--- src/rtl/gprsel_pkg.sv ---
package gprsel_pkg;
  localparam int unsigned DEF_DATA_W  = 32;
  localparam int unsigned DEF_INSTR_W = 32;
  localparam int unsigned DEF_FIELD_W = 5;
  localparam int unsigned DEF_A_LSB   = 22;
  localparam int unsigned DEF_B_LSB   = 17;
  localparam int unsigned DEF_C_LSB   = 12;
  localparam int unsigned NUM_FIELDS  = 3;

  typedef enum logic [1:0] {
    FLD_DEST = 2'd0,
    FLD_BASE = 2'd1,
    FLD_SRC2 = 2'd2
  } fld_e;
endpackage

--- src/rtl/gprsel_rst_sync.sv ---
module gprsel_rst_sync (
  input  logic clk,
  input  logic rst_n,
  output logic rst_n_sync_o
);
  logic [1:0] sync_q;
  logic [1:0] sync_d;

  always_comb begin
    sync_d = {sync_q[0], 1'b1};
  end

  always_ff @(posedge clk or negedge rst_n) begin
    if (!rst_n) sync_q <= 2'b00;
    else        sync_q <= sync_d;
  end

  assign rst_n_sync_o = sync_q[1];
endmodule

--- src/rtl/gprsel_dec.sv ---
module gprsel_dec #(
  parameter  int unsigned IN_W  = 5,
  localparam int unsigned OUT_N = 1 << IN_W
) (
  input  logic             en_i,
  input  logic [IN_W-1:0]  code_i,
  output logic [OUT_N-1:0] hot_o
);
  for (genvar i = 0; i < OUT_N; i++) begin : g_line
    assign hot_o[i] = en_i && (code_i == IN_W'(i));
  end
endmodule

--- src/rtl/gprsel_select.sv ---
module gprsel_select
  import gprsel_pkg::*;
#(
  parameter  int unsigned INSTR_W = DEF_INSTR_W,
  parameter  int unsigned FIELD_W = DEF_FIELD_W,
  parameter  int unsigned A_LSB   = DEF_A_LSB,
  parameter  int unsigned B_LSB   = DEF_B_LSB,
  parameter  int unsigned C_LSB   = DEF_C_LSB,
  localparam int unsigned NREGS   = 1 << FIELD_W
) (
  input  logic               clk,
  input  logic               rst_n,
  input  logic [INSTR_W-1:0] instr_i,
  input  logic               a_en_i,
  input  logic               b_en_i,
  input  logic               c_en_i,
  input  logic               base_zero_i,
  output logic [NREGS-1:0]   sel_o,
  output logic               zero_o
);
  logic [FIELD_W-1:0] fld   [NUM_FIELDS];
  logic               fld_en[NUM_FIELDS];
  logic [NREGS-1:0]   hot   [NUM_FIELDS];

  assign fld[FLD_DEST]    = instr_i[A_LSB +: FIELD_W];
  assign fld[FLD_BASE]    = instr_i[B_LSB +: FIELD_W];
  assign fld[FLD_SRC2]    = instr_i[C_LSB +: FIELD_W];
  assign fld_en[FLD_DEST] = a_en_i;
  assign fld_en[FLD_BASE] = b_en_i;
  assign fld_en[FLD_SRC2] = c_en_i;

  for (genvar k = 0; k < NUM_FIELDS; k++) begin : g_dec
    gprsel_dec #(.IN_W(FIELD_W)) dec_i (
      .en_i  (fld_en[k]),
      .code_i(fld[k]),
      .hot_o (hot[k])
    );
  end

  always_comb begin
    sel_o = '0;
    for (int k = 0; k < NUM_FIELDS; k++) sel_o = sel_o | hot[k];
  end

  assign zero_o = base_zero_i && b_en_i && (fld[FLD_BASE] == '0);


  one_enable_chk: assert property (@(posedge clk) disable iff (!rst_n)
    $onehot0({a_en_i, b_en_i, c_en_i}));


  single_select_chk: assert property (@(posedge clk) disable iff (!rst_n)
    ($countones({a_en_i, b_en_i, c_en_i}) == 1) |-> $onehot(sel_o));


  no_select_chk: assert property (@(posedge clk) disable iff (!rst_n)
    !(a_en_i || b_en_i || c_en_i) |-> (sel_o == '0));
endmodule

--- src/rtl/gprsel_regbank.sv ---
module gprsel_regbank #(
  parameter int unsigned DATA_W = 32,
  parameter int unsigned NREGS  = 32
) (
  input  logic              clk,
  input  logic              rst_n,
  input  logic [NREGS-1:0]  sel_i,
  input  logic              zero_i,
  input  logic              load_i,
  input  logic              drive_i,
  input  logic [DATA_W-1:0] bus_i,
  output logic [DATA_W-1:0] bus_o
);
  logic [DATA_W-1:0] reg_q [NREGS];
  logic [DATA_W-1:0] reg_d [NREGS];
  logic [NREGS-1:0]  wr_en;
  logic [DATA_W-1:0] rd_val;

  assign wr_en = load_i ? sel_i : '0;

  always_comb begin
    for (int i = 0; i < NREGS; i++) begin
      reg_d[i] = wr_en[i] ? bus_i : reg_q[i];
    end
  end

  always_ff @(posedge clk or negedge rst_n) begin
    if (!rst_n) begin
      for (int i = 0; i < NREGS; i++) reg_q[i] <= '0;
    end else begin
      for (int i = 0; i < NREGS; i++) reg_q[i] <= reg_d[i];
    end
  end

  always_comb begin
    rd_val = '0;
    for (int i = 0; i < NREGS; i++) begin
      if (sel_i[i] && !((i == 0) && zero_i)) rd_val = rd_val | reg_q[i];
    end
  end

  assign bus_o = drive_i ? rd_val : '0;

  for (genvar i = 0; i < NREGS; i++) begin : g_chk

    wr_take_chk: assert property (@(posedge clk) disable iff (!rst_n)
      (load_i && sel_i[i]) |=> (reg_q[i] == $past(bus_i)));

    wr_hold_chk: assert property (@(posedge clk) disable iff (!rst_n)
      !(load_i && sel_i[i]) |=> $stable(reg_q[i]));
  end
endmodule

--- src/rtl/gpr_field_select.sv ---
module gpr_field_select
  import gprsel_pkg::*;
#(
  parameter int unsigned DATA_W  = DEF_DATA_W,
  parameter int unsigned INSTR_W = DEF_INSTR_W,
  parameter int unsigned FIELD_W = DEF_FIELD_W,
  parameter int unsigned A_LSB   = DEF_A_LSB,
  parameter int unsigned B_LSB   = DEF_B_LSB,
  parameter int unsigned C_LSB   = DEF_C_LSB
) (
  input  logic               clk,
  input  logic               rst_n,
  input  logic [INSTR_W-1:0] instr_i,
  input  logic               fld_a_en_i,
  input  logic               fld_b_en_i,
  input  logic               fld_c_en_i,
  input  logic               drive_i,
  input  logic               load_i,
  input  logic               base_zero_i,
  input  logic [DATA_W-1:0]  bus_i,
  output logic [DATA_W-1:0]  bus_o,
  output logic               bus_vld_o
);
  localparam int unsigned NREGS = 1 << FIELD_W;

  logic             rst_n_sync;
  logic [NREGS-1:0] sel;
  logic             zero_force;

  gprsel_rst_sync rst_sync_i (
    .clk         (clk),
    .rst_n       (rst_n),
    .rst_n_sync_o(rst_n_sync)
  );

  gprsel_select #(
    .INSTR_W(INSTR_W), .FIELD_W(FIELD_W),
    .A_LSB(A_LSB), .B_LSB(B_LSB), .C_LSB(C_LSB)
  ) select_i (
    .clk        (clk),
    .rst_n      (rst_n_sync),
    .instr_i    (instr_i),
    .a_en_i     (fld_a_en_i),
    .b_en_i     (fld_b_en_i),
    .c_en_i     (fld_c_en_i),
    .base_zero_i(base_zero_i),
    .sel_o      (sel),
    .zero_o     (zero_force)
  );

  gprsel_regbank #(.DATA_W(DATA_W), .NREGS(NREGS)) bank_i (
    .clk    (clk),
    .rst_n  (rst_n_sync),
    .sel_i  (sel),
    .zero_i (zero_force),
    .load_i (load_i),
    .drive_i(drive_i),
    .bus_i  (bus_i),
    .bus_o  (bus_o)
  );

  assign bus_vld_o = drive_i;


  idle_bus_chk: assert property (@(posedge clk) disable iff (!rst_n_sync)
    !drive_i |-> (bus_o == '0 && !bus_vld_o));


  base_zero_chk: assert property (@(posedge clk) disable iff (!rst_n_sync)
    (drive_i && base_zero_i && fld_b_en_i && instr_i[B_LSB +: FIELD_W] == '0)
      |-> (bus_o == '0));
endmodule

--- config.mk ---
export PLATFORM = sky130hd
export DESIGN_NAME = gpr_field_select
export DESIGN_NICKNAME = d
export VERILOG_FILES = /design/src/rtl/gprsel_pkg.sv /design/src/rtl/gprsel_rst_sync.sv /design/src/rtl/gprsel_dec.sv /design/src/rtl/gprsel_select.sv /design/src/rtl/gprsel_regbank.sv /design/src/rtl/gpr_field_select.sv
export SDC_FILE = /design/constraint.sdc
export NUM_CORES = 1
export LEC_CHECK = 0
export BUFFER_PORTS_ARGS = -buffer_cell sky130_fd_sc_hd__buf_2
export CAP_MARGIN = 25
export CORE_UTILIZATION = 45
export DETAILED_ROUTE_END_ITERATION = 16
export PLACE_DENSITY_LB_ADDON = 0.08
export SKIP_CTS_REPAIR_TIMING = 1
export SYNTH_ARGS = -nofsm -noshare
export SYNTH_HDL_FRONTEND = slang
export SYNTH_SLANG_ARGS = --single-unit
export TNS_END_PERCENT = 100
--- constraint.sdc ---
create_clock -name clk -period 61 [get_ports clk]
set_input_delay 12.2 -clock clk [delete_from_list [all_inputs] [get_ports clk]]
set_output_delay 12.2 -clock clk [all_outputs]
set_load 0.01 [all_outputs]
# == Yosys cells after proc, flatten, opt, wreduce, memory -nomap -nowiden ==
# Index checks and enable logic that the tools add are counted.
# word_totals
register_bits,1026
input_bits,72
out_inout_bits,33
wordCells,296
# classes
eq_ne,93
reduce_logical,103
bitwise,33
muxes,34
# ops
operator,n
$mux 32,34
$or 32x32->32,33
$eq 5x5->1 const B,48
$eq 5x4->1 const B,24
$logic_and 1x1->1,99
$eq 5x3->1 const B,12
$eq 5x2->1 const B,6
$eq 5x1->1 const B,3
$logic_not 5->1,3
$logic_not 1->1,1

# == Longest topological paths before layout ==
# Gate-level depths: netlist of the first run.
# logic_depth
word_depth,69
ltp_mapped,10
depth_no_buf,6

# == Cells and area by module ==
# A second synthesis of the first run with hierarchy kept.
# unflattened
hier_cells,3205
area_unflattened_um2,44805.5
# modules_own_cells
module,cells_each,n_inst,seq_area_each_um2,area_each_um2
gprsel_regbank,3025,1,25624.6,43817.0
gprsel_dec,47,3,0.0,234.0
gprsel_select,35,1,0.0,225.2
gprsel_rst_sync,3,1,50.0,53.8
gpr_field_select,1,1,0.0,7.5

# == Least setup slack after synthesis of the first run ==
# OpenSTA, ideal clock, no wires.
# synth_path
path_type,in2out
from,input instr_i[25]
to,output bus_o[16]
path_stages,10
path_slack_ns,34.692
arrival_ns,14.108
n_path_buf,4
required_time_ns,48.800
path_cell_list,buf_2 > or4b_1 > buf_4 > o22ai_4 > or2_1 > buf_6 > buf_8 > a22oi_1 > and4_1 > a41oi_1
# synth_via
elab_chain_len,69
elab_cells_between_ends,131
classes_between,eq/ne (31); mux (33); bitwise (33); reduce/logical (34)
# synth_lines
element,line,text
from (decl),gpr_field_select.sv:13,"input logic [INSTR_W-1:0] instr_i,"
$logic_not 5->1,gprsel_dec.sv:10,assign hot_o[i] = en_i && (code_i == IN_W'(i));
$logic_and 1x1->1,gprsel_dec.sv:10,
$or 32x32->32 (*) (2 in series),gprsel_select.sv:42,for (int k = 0; k < NUM_FIELDS; k++) sel_o = sel_o | hot[k];
$logic_and 1x1->1,gprsel_regbank.sv:38,if (sel_i[i] && !((i == 0) && zero_i)) rd_val = rd_val | reg_q[i];
$mux 32,gprsel_regbank.sv:38,
$or 32x32->32,gprsel_regbank.sv:38,
$mux 32,gprsel_regbank.sv:38,
$or 32x32->32,gprsel_regbank.sv:38,
(+52 left out),-,
$mux 32,gprsel_regbank.sv:38,
$or 32x32->32,gprsel_regbank.sv:38,
$mux 32,gprsel_regbank.sv:38,
$or 32x32->32,gprsel_regbank.sv:38,
$mux 32,gprsel_regbank.sv:38,
$or 32x32->32,gprsel_regbank.sv:38,
$mux 32 (*),gprsel_regbank.sv:38,
$mux 32 (*),gprsel_regbank.sv:42,assign bus_o = drive_i ? rd_val : '0;
to (decl),gpr_field_select.sv:21,"output logic [DATA_W-1:0] bus_o,"
# Mark *: on every way between the ends. The rest lies on a longest branch, timed or not.

# == Worst setup path after layout of the first run ==
# layout_path
from,input instr_i[16]
to,output bus_o[3]
# layout_via
elab_chain_len,68
elab_cells_between_ends,130
classes_between,eq/ne (31); mux (33); bitwise (32); reduce/logical (34)
# layout_lines
element,line
$logic_not 5->1,gprsel_dec.sv:10
$logic_and 1x1->1,gprsel_dec.sv:10
$or 32x32->32 (*),gprsel_select.sv:42
$logic_and 1x1->1,gprsel_regbank.sv:38
$mux 32,gprsel_regbank.sv:38
$or 32x32->32,gprsel_regbank.sv:38
$mux 32,gprsel_regbank.sv:38
$or 32x32->32,gprsel_regbank.sv:38
(+52 left out),-
$mux 32,gprsel_regbank.sv:38
$or 32x32->32,gprsel_regbank.sv:38
$mux 32,gprsel_regbank.sv:38
$or 32x32->32,gprsel_regbank.sv:38
$mux 32,gprsel_regbank.sv:38
$or 32x32->32,gprsel_regbank.sv:38
$mux 32 (*),gprsel_regbank.sv:38
$mux 32 (*),gprsel_regbank.sv:42
# Marks and branches as above.

==> flow_summary.toml, run 1 <==
[run_status]
status = "complete, no violations"

[power]
p_sw_uw = 520
combPwrFrac_pct = 15.9
p_leak_nw = 23.2
max-vdd-ir-drop_mv = 0.0242
p_per_area_nw_per_um2 = 36.6
seq_power_share_pct = 50.1
p_clk_share_pct = 34.0
power.internal_mw = 1.42
netSwitchingFraction_pct = 26.9

[routing]
drtPass1Iterations = 7
drt-initial-drc-count = 4314
totalWireLength_um = 213000
post_drt_via_cell_ratio = 7.00
ant_nets = 0
wl_per_cell_um = 41.1
drc = 0
vias = 36300

[place]
place_congestion = 0.992
io_buffers = 87
dp_hpwl_um = 123000

[setup_path]
crit-reg2reg-launch = "rst_sync_i.sync_q[1]$_DFF_PN0_"
endpoint_kind = "output pin"
cp.arrival_ns = 16.30
start_kind = "input pin"
critPathRequiredTime_ns = 48.80
cp_max_fo = 14
critPathKind = "input pin to output pin"
worstRegToRegCells = 6
ff2ff_setup_slack_ns = 56.08
reg2reg_to = "bank_i.reg_q[200]$_DFFE_PN0P_"

[run]
cap_violations = 0

[synth]
syn_area_per_cell_um2 = 12.7
syn_area_um2 = 47300
ys.flop_type = "dfrtp_1"
yosysWarnings = 0
ys_ff_latch = 1026
yosysSeqAreaShare_pct = 54.3
syn-num-nets = 3797
synth-edff-count = 0
synthCells = 3725
synth_async_sr_flop_share_pct = 100
synth_cell_types = 61

[global_routing]
grt_pass1_wl_um = 292000
grt_use_total_pct = 39.9
grt_pass1_vias = 36200
grt_max_degree = 157
antenna_found_initial = 41
grt_overflow_total = 0

[sta]
skew_ns = 0.0168
tightestPinTransition_ns = 1.24
rsz0062_at_grt = "false"
hold_violations = 0
maxSlewViolCount = 0
relSlewSlack_pct = 17.1
fmax_ghz = 0.0351
holdWs_ns = 0.350
setup_tns_ns = 0
fin_crit_sh_pct = 46.7
fin_crit_ns = 28.50
setup_viol = 0

[floorplan]
die_area_um2 = 106000
start_util_pct = 45.6
die_h_um = 326
die_w_um = 326
ios = 105
rows = 118
coreArea_um2 = 104000

[clock_tree]
tritoncts = "built"
clk_latency_ns = 0.72
cts_inserted_buffers = 111
clockRootBuffer = "clkbuf_16"
clkSinkCount = 1026
cts.clk_slew.worst_paths_ns = 0.06
cts_max_path_buffers = 3
ctsHtreeMaxLevel = 3

[hold_path]
hp-start = "rst_sync_i.sync_q[0]$_DFF_PN0_"
hold_path_depth = 0
hp-class = "flip-flop to flip-flop"
worstHoldEndpoint = "rst_sync_i.sync_q[1]$_DFF_PN0_"

[cells_and_area]
final_nets = 3776
layout-drive-gt1-share_pct = 39.2
area_growth_pct = 12.0
n_fill_cell = 8953
==> synthesized netlist by cell type (12+ instances only) <==
cell type / n / area, µm²
a2111oi_0: 20 / 175
or2_2: 21 / 131
nand4_1: 102 / 638
mux2_2: 964 / 10900
a22oi_1: 152 / 1140
mux2_1: 30 / 338
o211ai_1: 22 / 165
o22ai_1: 33 / 206
o21ai_0: 418 / 2090
a41oi_1: 31 / 272
nand2_1: 57 / 214
o2111ai_1: 19 / 166
nand3_1: 22 / 110
buf_2: 137 / 686
a22o_1: 79 / 692
mux2_4: 30 / 450
and3_1: 25 / 156
nor4_1: 34 / 213
and4_1: 21 / 184
or2_1: 12 / 75.1
clkbuf_1: 193 / 724
a221oi_1: 64 / 561
nor2_1: 42 / 158
inv_1: 55 / 206
buf_6: 12 / 135
dfrtp_1: 1026 / 25700
==> logic make-up after synthesis <==
logic type | synth area share (%)
AOI/OAI and AO/OA | 12.0
buffers and inverters | 3.87
DFF | 54.3
muxes | 24.6
other | 0.00793
and+or+nand+nor | 5.16
==> power groups by stage <==
stage / combinational, mW / clock (mW) / sequential (mW)
5_1_grt: 0.328 / 0.691 / 0.991
3_3_place_gp: 0.289 / 0 / 0.963
2_1_floorplan: 0.220 / 0 / 0.961
6_report: 0.308 / 0.659 / 0.970
4_1_cts: 0.304 / 0.664 / 0.966
3_5_place_dp: 0.304 / 0 / 0.978
==> worst max-delay path by stage <==
stage                                    from                     endpoint  slack (ns)  cells after the start
4_1_cts                           instr_i[16]                     bus_o[3]       32.67                     10
2_1_floorplan  rst_sync_i.sync_q[1]$_DFF_PN0_  bank_i.reg_q[0]$_DFFE_PN0P_       30.28                      0
5_1_grt                           instr_i[12]                     bus_o[3]       32.55                     10
3_5_place_dp                      instr_i[16]                     bus_o[3]       32.68                     10
3_3_place_gp                      instr_i[16]                     bus_o[3]       32.67                     10
6_report                          instr_i[16]                     bus_o[3]       32.50                     10
==> stage by stage <==
step | area, µm² | total power [mW] | utilization (%) | cells | setup slack, ns
after detailed placement | 49200 | 1.28 | 47.4 | 4964 | 32.68
after CTS | 52700 | 1.93 | 50.8 | 5161 | 32.67
after global placement | 49200 | 1.25 | 47.4 | 4960 | 32.67
after floorplan | 47300 | 1.18 | - | 3725 | 30.28
after global routing | 52900 | 2.01 | 51.0 | 5172 | 32.55
final | 53000 | 1.94 | 51.0 | 5189 | 32.50
==> state kept, by name, summed over array words and instances, names as in the netlist <==
name,cells
bank_i.reg_q,1024
rst_sync_i.sync_q,2
==> final cells by class <==
class                           count  area, µm²  share of cell area, %
Tap cell                         1380       1730                   3.26
Inverter                           55        206                  0.390
Clock inverter                     20        146                  0.276
Antenna cell                       21       52.6                 0.0992
Clock buffer                      177       3350                   6.32
Timing Repair Buffer              221       1620                   3.06
Sequential cell                  1026      25700                   48.5
Multi-Input combinational cell   2289      20200                   38.1
==> critical path, stage by stage <==
cell and delay (ns):
buf_2 0.16, nand4b_1 0.56, nor2_1 0.79, buf_4 0.55, or2_1 0.43, buf_4 0.56
a22oi_1 0.13, and4_1 0.22, a41oi_1 0.42, buf_2 0.22
==> routing by layer <==
metal	up-vias	part of all wire, %	global-route usage (%)	wire [µm]
met3	646	11	11.9	22800
met5	-	0.036	0	76
met1	19300	39	52.0	83900
li1	14000	-	-	-
met4	12	6.9	25.0	14700
met2	2333	43	57.9	91900
==> layout by cell type (no fill, tap or decap), drive strengths merged, types with 5 or more instances in the layout <==
cell / count
or2: 33
o21ai: 422
nand4: 102
clkbuf: 177
nor4bb: 6
inv: 60
clkinv: 13
a2111oi: 20
dfrtp: 1026
a222oi: 5
buf: 221
nor3: 10
and4b: 5
and3: 25
diode: 21
nand4b: 11
mux2: 1024
o22ai: 38
nor2: 45
nand2: 60
a221oi: 64
o2111ai: 19
a41oi: 31
o211ai: 22
nand3: 22
a22o: 79
a22oi: 152
nand4bb: 9
and4: 22
nand2b: 7
nor4: 34
(Power assumes the default switching activity.)
==> run 2, diff against run 1 <==
clock period = 23 ns   (was 61 ns; I/O delays follow)
==> run 2 against run 1 <==
Via count grew 1.2%. Clock skew down 0.0030 ns. Non-clock buffer count up 5. Sequential power rose to 2.6 times the previous value. Register-to-register slack worse by 37 ns. Sequential share of layout area down 0.43 points. Total power rose to 2.7 times the previous value. Critical endpoint is now bus_o[31].
==> flow_summary.toml, run 2 (synthesis results as in run 1) <==
[run_status]
status = "complete, no violations"

[cells_and_area]
top_register = "bank_i.reg_q"
final_cell_mix = "dfrtp_1, mux2_2, o21ai_0, a22oi_1, buf_4"
area_growth_pct = 13.0
final_nets = 3783
instances_no_fill = 5216
finalInstanceArea_um2 = 53400
layout-drive-gt1-share_pct = 39.9
final_core_util_pct = 51.5
final_common_cell = "dfrtp_1"
largest_reg_flops = 1024
top_regs = "bank_i.reg_q: 1024 flops, rst_sync_i.sync_q: 2 flops"

[sta]
fin_ws_ns = 9.70
fin_crit_sh_pct = 57.8
setup_tns_ns = 0
relSlewSlack_pct = 19.0
fmax_ghz = 0.0752
skew_ns = 0.0138
setup_viol = 0
tightestPinTransition_ns = 1.20
rsz0062_at_grt = "false"
holdWs_ns = 0.349
maxSlewViolCount = 0
hold_violations = 0
fin_crit_ns = 13.30

[place]
place_congestion = 0.985
post_dp_cell_area_um2 = 49300
dp_hpwl_um = 125000
place_ws_ns = 9.86
dp_cells = 4970
io_buffers = 87

[setup_path]
critPathRequiredTime_ns = 18.40
critPathLaunch = "instr_i[21]"
start_kind = "input pin"
crit-reg2reg-launch = "rst_sync_i.sync_q[1]$_DFF_PN0_"
worstRegToRegCells = 3
reg2reg_to = "bank_i.reg_q[187]$_DFFE_PN0P_"
ff2ff_setup_slack_ns = 19.46
cp_max_fo = 16
crit_end = "bus_o[31]"
endpoint_kind = "output pin"
cp.arrival_ns = 8.70
critPathKind = "input pin to output pin"

[global_routing]
grt_max_degree = 172
antenna_found_initial = 38
grt_pass1_wl_um = 295000
grt_pass1_vias = 36400
grt_overflow_total = 0
grt_use_total_pct = 40.3

[clock_tree]
ctsHtreeMaxLevel = 3
cts_max_path_buffers = 3
clockRootBuffer = "clkbuf_16"
cts_inserted_buffers = 113
tritoncts = "built"
cts.clk_slew.worst_paths_ns = 0.06
clkSinkCount = 1026
clk_latency_ns = 0.71

[floorplan]
rows = 118
die_area_um2 = 106000
die_w_um = 326
coreArea_um2 = 104000
ios = 105
die_h_um = 326
start_util_pct = 45.6

[power]
max-vdd-ir-drop_mv = 0.0645
power.total_mw = 5.28
p_per_area_nw_per_um2 = 98.9
p_leak_nw = 23.4

[routing]
wl_per_cell_um = 41.3
drc = 0
post_drt_via_cell_ratio = 7.04
totalWireLength_um = 215000
ant_nets = 0
vias = 36700
drt-initial-drc-count = 4621
drtPass1Iterations = 5

[hold_path]
hp-class = "flip-flop to flip-flop"
hp-start = "rst_sync_i.sync_q[0]$_DFF_PN0_"

[run]
cap_violations = 0
-- run 2: area by class of cell --
cell class	instances	area (µm²)
fillers	8959	50300
flip-flops and latches	1026	25700
multi-input cells	2289	20200
clock buffers	170	3470
well taps	1380	1730
repair buffers	226	1660
clock inverters	40	423
inverters	55	206
diodes	30	75.1
-- run 2: worst min-delay path by stage --
stage	depth (start not counted)	end	slack, ns
CTS	0	rst_sync_i.sync_q[1]$_DFF_PN0_	0.35
detailed placement	0	rst_sync_i.sync_q[1]$_DFF_PN0_	0.34
floorplan	0	rst_sync_i.sync_q[1]$_DFF_PN0_	0.33
global placement	0	rst_sync_i.sync_q[1]$_DFF_PN0_	0.34
finish	0	rst_sync_i.sync_q[1]$_DFF_PN0_	0.35
global route	0	rst_sync_i.sync_q[1]$_DFF_PN0_	0.36
-- run 2: critical path: stages --
cell       delay [ns]
buf_2            0.30
nand4bb_1        0.47
nor2_1           0.74
buf_4            0.30
buf_4            0.36
or2_2            0.49
buf_4            0.41
a22oi_1          0.16
and4_1           0.29
a41oi_1          0.34
buf_2            0.20
-- run 2: per-layer routing --
layer / routed length, µm / share of wire [%] / vias up / global-route usage (%)
met2: 92000 / 43 / 2538 / 58.7
met4: 14300 / 6.7 / 14 / 23.6
met3: 24300 / 11 / 679 / 11.3
li1: - / - / 14000 / -
met1: 84500 / 39 / 19500 / 53.6
met5: 79 / 0.037 / - / 0
-- run 2: power breakdown --
part | switching, mW | internal (mW) | leakage, nW
clock network | 0.774 | 1.12 | 1.92
registers | 0.265 | 2.31 | 12.8
logic | 0.364 | 0.450 | 8.74
total | 1.40 | 3.88 | 23.4
